### config.mk
export PLATFORM = sky130hd
export DESIGN_NAME = sfp_packer
export DESIGN_NICKNAME = d
export VERILOG_FILES = /design/src/rtl/sfp_pkg.sv /design/src/rtl/sfp_fold.sv /design/src/rtl/sfp_replicator.sv /design/src/rtl/sfp_tracker.sv /design/src/rtl/sfp_packer.sv
export SDC_FILE = /design/constraint.sdc
export NUM_CORES = 1
export LEC_CHECK = 0
export ABC_AREA = 1
export CORE_MARGIN = 8
export CORE_UTILIZATION = 40
export CTS_BUF_LIST = sky130_fd_sc_hd__clkbuf_4 sky130_fd_sc_hd__clkbuf_8
export DETAILED_ROUTE_END_ITERATION = 16
export GPL_TIMING_DRIVEN = 0
export PLACE_DENSITY = 0.66
export SETUP_SLACK_MARGIN = 0.15
export SLEW_MARGIN = 20
export SYNTH_ARGS = -nofsm -noshare
export SYNTH_HDL_FRONTEND = slang
export SYNTH_SLANG_ARGS = --single-unit
### constraint.sdc
create_clock -name clk -period 2.6 [get_ports clk]
set_clock_uncertainty 0.1 [all_clocks]
set_input_delay 0.39 -clock clk [delete_from_list [all_inputs] [get_ports clk]]
set_output_delay 0.39 -clock clk [all_outputs]
set_load 0.1 [all_outputs]
### src/rtl/sfp_pkg.sv
package sfp_pkg;
  localparam int unsigned SFP_DATA_W    = 32;
  localparam int unsigned SFP_NUM_SCALE = 128;
  localparam int unsigned SFP_WIN_LANES = 32;
  localparam int unsigned SFP_REPLICAS  = 4;
  localparam int unsigned SFP_COL_W     = 9;

  function automatic int unsigned sfp_lane_bits(input int unsigned win, input int unsigned reps);
    return $clog2(win * reps);
  endfunction
endpackage

### src/rtl/sfp_fold.sv
module sfp_fold #(
  parameter int unsigned IDX_W = 7,
  parameter int unsigned WIN_W = 5,
  parameter int unsigned COL_W = 9
) (
  input  logic [IDX_W-1:0] idx,
  input  logic [COL_W-1:0] col_base,
  output logic [WIN_W-1:0] lane_in_win,
  output logic [COL_W-1:0] col
);
  // low index bits pick the lane inside a window, high bits the column step
  always_comb begin
    lane_in_win = idx[WIN_W-1:0];
    col         = col_base + COL_W'(idx >> WIN_W);
  end
endmodule

### src/rtl/sfp_replicator.sv
module sfp_replicator #(
  parameter int unsigned DATA_W    = 32,
  parameter int unsigned WIN_LANES = 32,
  parameter int unsigned REPLICAS  = 4,
  parameter int unsigned COL_W     = 9,
  localparam int unsigned WIN_W    = $clog2(WIN_LANES),
  localparam int unsigned REP_W    = $clog2(REPLICAS),
  localparam int unsigned LANE_W   = WIN_W + REP_W
) (
  input  logic              clk,
  input  logic              rst,
  input  logic              acc,
  input  logic [DATA_W-1:0] in_data,
  input  logic [WIN_W-1:0]  in_lane,
  input  logic [COL_W-1:0]  in_col,
  output logic              busy,
  output logic              wr_en,
  output logic [LANE_W-1:0] wr_lane,
  output logic [COL_W-1:0]  wr_col,
  output logic [DATA_W-1:0] wr_data
);
  localparam logic [REP_W-1:0] LAST_REP = REP_W'(REPLICAS - 1);

  logic [REP_W-1:0]  rep;
  logic [DATA_W-1:0] hold_data;
  logic [WIN_W-1:0]  hold_lane;
  logic [COL_W-1:0]  hold_col;

  always_ff @(posedge clk) begin
    if (rst) begin
      busy      <= 1'b0;
      rep       <= '0;
      wr_en     <= 1'b0;
      wr_lane   <= '0;
      wr_col    <= '0;
      wr_data   <= '0;
      hold_data <= '0;
      hold_lane <= '0;
      hold_col  <= '0;
    end else if (acc) begin
      // replica 0 goes out right away, the rest follow from the hold registers
      hold_data <= in_data;
      hold_lane <= in_lane;
      hold_col  <= in_col;
      wr_en     <= 1'b1;
      wr_lane   <= {REP_W'(0), in_lane};
      wr_col    <= in_col;
      wr_data   <= in_data;
      rep       <= REP_W'(1);
      busy      <= 1'b1;
    end else if (busy) begin
      wr_en   <= 1'b1;
      wr_lane <= {rep, hold_lane};
      wr_col  <= hold_col;
      wr_data <= hold_data;
      rep     <= rep + REP_W'(1);
      if (rep == LAST_REP) busy <= 1'b0;
    end else begin
      wr_en <= 1'b0;
    end
  end

  assert_start_window0_R3: assert property (@(posedge clk) disable iff (rst)
    acc |=> (wr_en && wr_lane[LANE_W-1:WIN_W] == '0));

  assert_next_replica_R3: assert property (@(posedge clk) disable iff (rst)
    (wr_en && wr_lane[LANE_W-1:WIN_W] != LAST_REP) |=>
      (wr_en && wr_lane == $past(wr_lane) + LANE_W'(WIN_LANES)
       && $stable(wr_data) && $stable(wr_col)));
endmodule

### src/rtl/sfp_tracker.sv
module sfp_tracker #(
  parameter int unsigned NUM_SCALES = 128,
  localparam int unsigned CNT_W     = $clog2(NUM_SCALES + 1),
  localparam int unsigned IDX_W     = $clog2(NUM_SCALES)
) (
  input  logic             clk,
  input  logic             rst,
  input  logic             acc,
  input  logic             commit,
  input  logic             repl_busy,
  output logic [IDX_W-1:0] idx,
  output logic             full,
  output logic             pend,
  output logic             done,
  output logic             err
);
  localparam logic [CNT_W-1:0] FULL_CNT = CNT_W'(NUM_SCALES);

  logic [CNT_W-1:0] count;
  logic [CNT_W-1:0] cnt_nxt;
  logic             commit_ok;

  always_comb begin
    cnt_nxt   = count + CNT_W'(acc);
    commit_ok = commit && (cnt_nxt == FULL_CNT);
    idx       = count[IDX_W-1:0];
    full      = (count == FULL_CNT);
  end

  always_ff @(posedge clk) begin
    if (rst) begin
      count <= '0;
      pend  <= 1'b0;
      done  <= 1'b0;
      err   <= 1'b0;
    end else begin
      count <= commit ? '0 : cnt_nxt;
      err   <= commit && !commit_ok;
      if (acc) done <= 1'b0;
      // done waits until the replicator has no write left for this group
      if ((pend || commit_ok) && !repl_busy && !acc) begin
        done <= 1'b1;
        pend <= 1'b0;
      end else if (commit_ok) begin
        pend <= 1'b1;
      end
    end
  end

  assert_count_bound_R6: assert property (@(posedge clk) disable iff (rst)
    count <= FULL_CNT);

  assert_err_from_commit_R8: assert property (@(posedge clk) disable iff (rst)
    err |-> $past(commit));
endmodule

### src/rtl/sfp_packer.sv
module sfp_packer
  import sfp_pkg::*;
#(
  parameter int unsigned DATA_W     = SFP_DATA_W,
  parameter int unsigned NUM_SCALES = SFP_NUM_SCALE,
  parameter int unsigned WIN_LANES  = SFP_WIN_LANES,
  parameter int unsigned REPLICAS   = SFP_REPLICAS,
  parameter int unsigned COL_W      = SFP_COL_W,
  localparam int unsigned WIN_W     = $clog2(WIN_LANES),
  localparam int unsigned REP_W     = $clog2(REPLICAS),
  localparam int unsigned LANE_W    = sfp_lane_bits(WIN_LANES, REPLICAS),
  localparam int unsigned IDX_W     = $clog2(NUM_SCALES)
) (
  input  logic              clk,
  input  logic              rst,
  input  logic [COL_W-1:0]  col_base,
  input  logic              in_valid,
  output logic              in_ready,
  input  logic [DATA_W-1:0] in_data,
  input  logic              commit,
  output logic              wr_en,
  output logic [LANE_W-1:0] wr_lane,
  output logic [COL_W-1:0]  wr_col,
  output logic [DATA_W-1:0] wr_data,
  output logic              done,
  output logic              err
);
  logic             acc;
  logic             busy;
  logic             full;
  logic             pend;
  logic [IDX_W-1:0] idx;
  logic [WIN_W-1:0] fold_lane;
  logic [COL_W-1:0] fold_col;

  assign in_ready = !busy && !full && !pend;
  assign acc      = in_valid && in_ready;

  sfp_tracker #(.NUM_SCALES(NUM_SCALES)) u_track (
    .clk(clk), .rst(rst), .acc(acc), .commit(commit), .repl_busy(busy),
    .idx(idx), .full(full), .pend(pend), .done(done), .err(err)
  );

  sfp_fold #(.IDX_W(IDX_W), .WIN_W(WIN_W), .COL_W(COL_W)) u_fold (
    .idx(idx), .col_base(col_base), .lane_in_win(fold_lane), .col(fold_col)
  );

  sfp_replicator #(
    .DATA_W(DATA_W), .WIN_LANES(WIN_LANES), .REPLICAS(REPLICAS), .COL_W(COL_W)
  ) u_repl (
    .clk(clk), .rst(rst), .acc(acc), .in_data(in_data), .in_lane(fold_lane),
    .in_col(fold_col), .busy(busy), .wr_en(wr_en), .wr_lane(wr_lane),
    .wr_col(wr_col), .wr_data(wr_data)
  );

  assert_hold_off_R4: assert property (@(posedge clk) disable iff (rst)
    (wr_en && wr_lane[LANE_W-1:WIN_W] != REP_W'(REPLICAS - 1)) |-> !in_ready);

  assert_done_quiet_R7: assert property (@(posedge clk) disable iff (rst)
    done |-> !wr_en);
endmodule

==> results.yml <==
sta:
  fmax_mhz: 418.4
  post-route-period-util: 0.9191
  tightest_slew_ns: 1.034
  max_slew_margin: 0.3086
  drv_slew: 0
  finalHoldViolations: 0
  finalSetupViolCount: 0
  holdWs_ns: 0.3588
  rsz0062_at_grt: "yes"
  period_minus_slack_ns: 2.390
placement:
  dp_hpwl_um: 8504
  io_buffers: 95
  dp.cells: 810
  gp_congestion: 0.9100
  placed_cell_area_mm2: 0.005463
yosys:
  ys_warn_count: 0
  synthAdderAreaFrac: 0.01904
  synth_most_common_cell: "nand2_1"
  syn_area_per_cell_um2: 7.542
  synth.distinct_cells: 28
  yosys-top-cells-area: "dfxtp_1 50%, nand2_1 13%, nor2_1 8.7%"
  synth_enable_flop_cells: 0
  synthXorXnorAreaFrac: 0.01010
  syn_nets: 626
  yosysTopAreaCellShare: 0.5032
  synth_top_family_by_area: "simple AND/OR/NAND/NOR gates"
  yosysTopAreaCell: "dfxtp_1"
  yosysSeqAreaShare: 0.5032
  synth-simple-area-share: 0.2698
  syn_inst: 575
  async_flop_share: 0
  synth_flop_cell: "dfxtp_1"
  synth_seq_cells: 109
  synthMuxAreaShare: 0
  synth_area_mm2: 0.004337
  synth_common_cells: "148 x nand2_1, 109 x dfxtp_1, 101 x nor2_1"
  synth-compound-area-share: 0.1258
die:
  die_w_um: 120.1
  start_util: 0.4054
  row_count: 38
  fp.dieH_um: 120.1
  core_area_mm2: 0.01070
  dieArea_mm2: 0.01443
  io_pins: 97
finish:
  multi_input_area_mm2: 0.001917
  area_growth_pct: 35.83
  layout-drive-gt1-share: 0.1252
  fill_cells: 1028
  nets: 749
  regArea_mm2: 0.002190
  final_cells: 843
  diodes: 0
  fin_area_mm2: 0.005891
  fin_util: 0.5506
critical_path:
  cp_max_fo: 2
  crit_slowest_cell: "clkdlybuf4s50_1"
  crit_path_cell_trace: "clkdlybuf4s50_1"
  crit_arrival_ns: 1.90
  cp_num_buf_inv: 1
  crit_family: "buffers and inverters"
  required_ns: 2.11
  critPathCaptureType: "output pin"
  critPathLaunchType: "flop"
  cp_slowest_stage_delay_ns: 1.15
  path_class: "reg2out"
  r2r_setup_slack_ns: 0.24
detailed_routing:
  vias: 4085
  firstDrtPassIters: 5
  antenna_left: 0
  drtIter0Drc: 266
  drcViolationCount: 0
  viasPerCell: 4.846
  wl_um: 11700
  wire_per_inst_um: 13.88
global_routing:
  grt_pass1_wl_um: 18990
  first_global_vias: 3942
  grt_remaining_overflow: 0
  grt.total_usage: 0.1615
  grt_start_max_net_pins: 19
  antenna_found_initial: 0
status:
  status: "finished, final reports clean"
pwr:
  power_leakage_uw: 0.002509
  peakVddDrop_mv: 0.3623
  power_density_mw_per_mm2: 710.9
cts:
  cts_sinks: 109
  clk-insertion-delay-late_ns: 0.37
  path_clk_slew_ns: 0.10
  root_buffer: "clkbuf_8"
  ctsHtreeMaxLevel: 3
  clockBufferDepth: 2
  numCtsBuffers: 9
  cts_tree: "built"
run:
  maxCapViolations: 0
min_path:
  min-delay-path-class: "reg2reg"
## flip-flops by register name (all words and copies together) (netlist names), 2 cells and up
| register | count |
|---|---|
| u_repl.hold_lane | 5 |
| u_track.count | 8 |
| u_repl.hold_col | 9 |
| u_repl.wr_lane | 7 |
| u_repl.wr_data | 32 |
| u_repl.rep | 2 |
| u_repl.hold_data | 32 |
| u_repl.wr_col | 9 |
## report_power, final
part	total, µW	leakage (µW)	switching (µW)	internal (µW)
Clock	1050	0.000100	589	465
Sequential	1850	0.000899	57.8	1800
Combinational	1280	0.00151	927	352
## worst paths after layout
kind,startpoint,end,cells past startpoint
worst min-delay path,u_track.done$_SDFFE_PP0P_,u_track.done$_SDFFE_PP0P_,2
worst max register to register,u_track.count[0]$_SDFF_PP0_,u_track.count[2]$_SDFF_PP0_,15
worst min register to register,u_track.done$_SDFFE_PP0P_,u_track.done$_SDFFE_PP0P_,2
worst max-delay path,u_repl.wr_col[3]$_SDFFE_PP0P_,wr_col[3],1
## through the flow
stage          power [µW]  TNS [ns]  setup slack, ns
6_report             4188         0           0.2102
3_5_place_dp         3157   -0.6190          -0.2938
4_1_cts              4212         0           0.1624
3_3_place_gp         3144   -0.3723          -0.2266
5_1_grt              4364         0          0.06356
2_1_floorplan        2812         0           0.2752
## layout make-up
type | count | share of cell area
Timing Repair Buffer | 112 | 0.1833
Clock buffer | 10 | 0.02230
Clock inverter | 6 | 0.01232
Tap cell | 140 | 0.02974
Inverter | 32 | 0.02082
Sequential cell | 109 | 0.3717
Multi-Input combinational cell | 404 | 0.3254
Buffer | 30 | 0.03441
## routing by layer
metal	track usage	wire length (µm)
met5	0	0
met4	0.05777	244
met3	0.03946	621
met2	0.2847	5811
met1	0.1861	5021
## placed cells by master (no fill, tap or decap), types with 3 or more instances in the layout
cell | netlist | final
nor2_2 | 0 | 3
nand2_2 | 10 | 12
buf_6 | 8 | 8
xnor2_1 | 3 | 3
o21ai_0 | 52 | 51
nand3_1 | 11 | 10
clkbuf_1 | 14 | 14
buf_4 | 0 | 17
clkdlybuf4s50_1 | 0 | 94
dfxtp_1 | 109 | 103
dfxtp_2 | 0 | 6
nand2_1 | 148 | 145
inv_1 | 29 | 27
ha_1 | 5 | 3
nor2_1 | 101 | 98
buf_2 | 6 | 5
a21oi_1 | 54 | 52
inv_2 | 3 | 4
clkinv_4 | 0 | 3
clkbuf_8 | 0 | 9
and2_1 | 4 | 4
## logic make-up after synthesis
logic type	after synthesis
and+or+nand+nor	285
DFF	109
AOI/OAI and AO/OA	108
buffers and inverters	62
adders and majority gates	6
xor gates and xnor gates	5
## timing repair
action | in CTS | in global routing
pin swaps | 3 | 8
hold buffers | 0 | 0
setup endpoints to repair | 4 | 3
setup buffers | 10 | 7
resized for setup | 15 | 18
No activity file was read; power rests on OpenSTA's default activity.
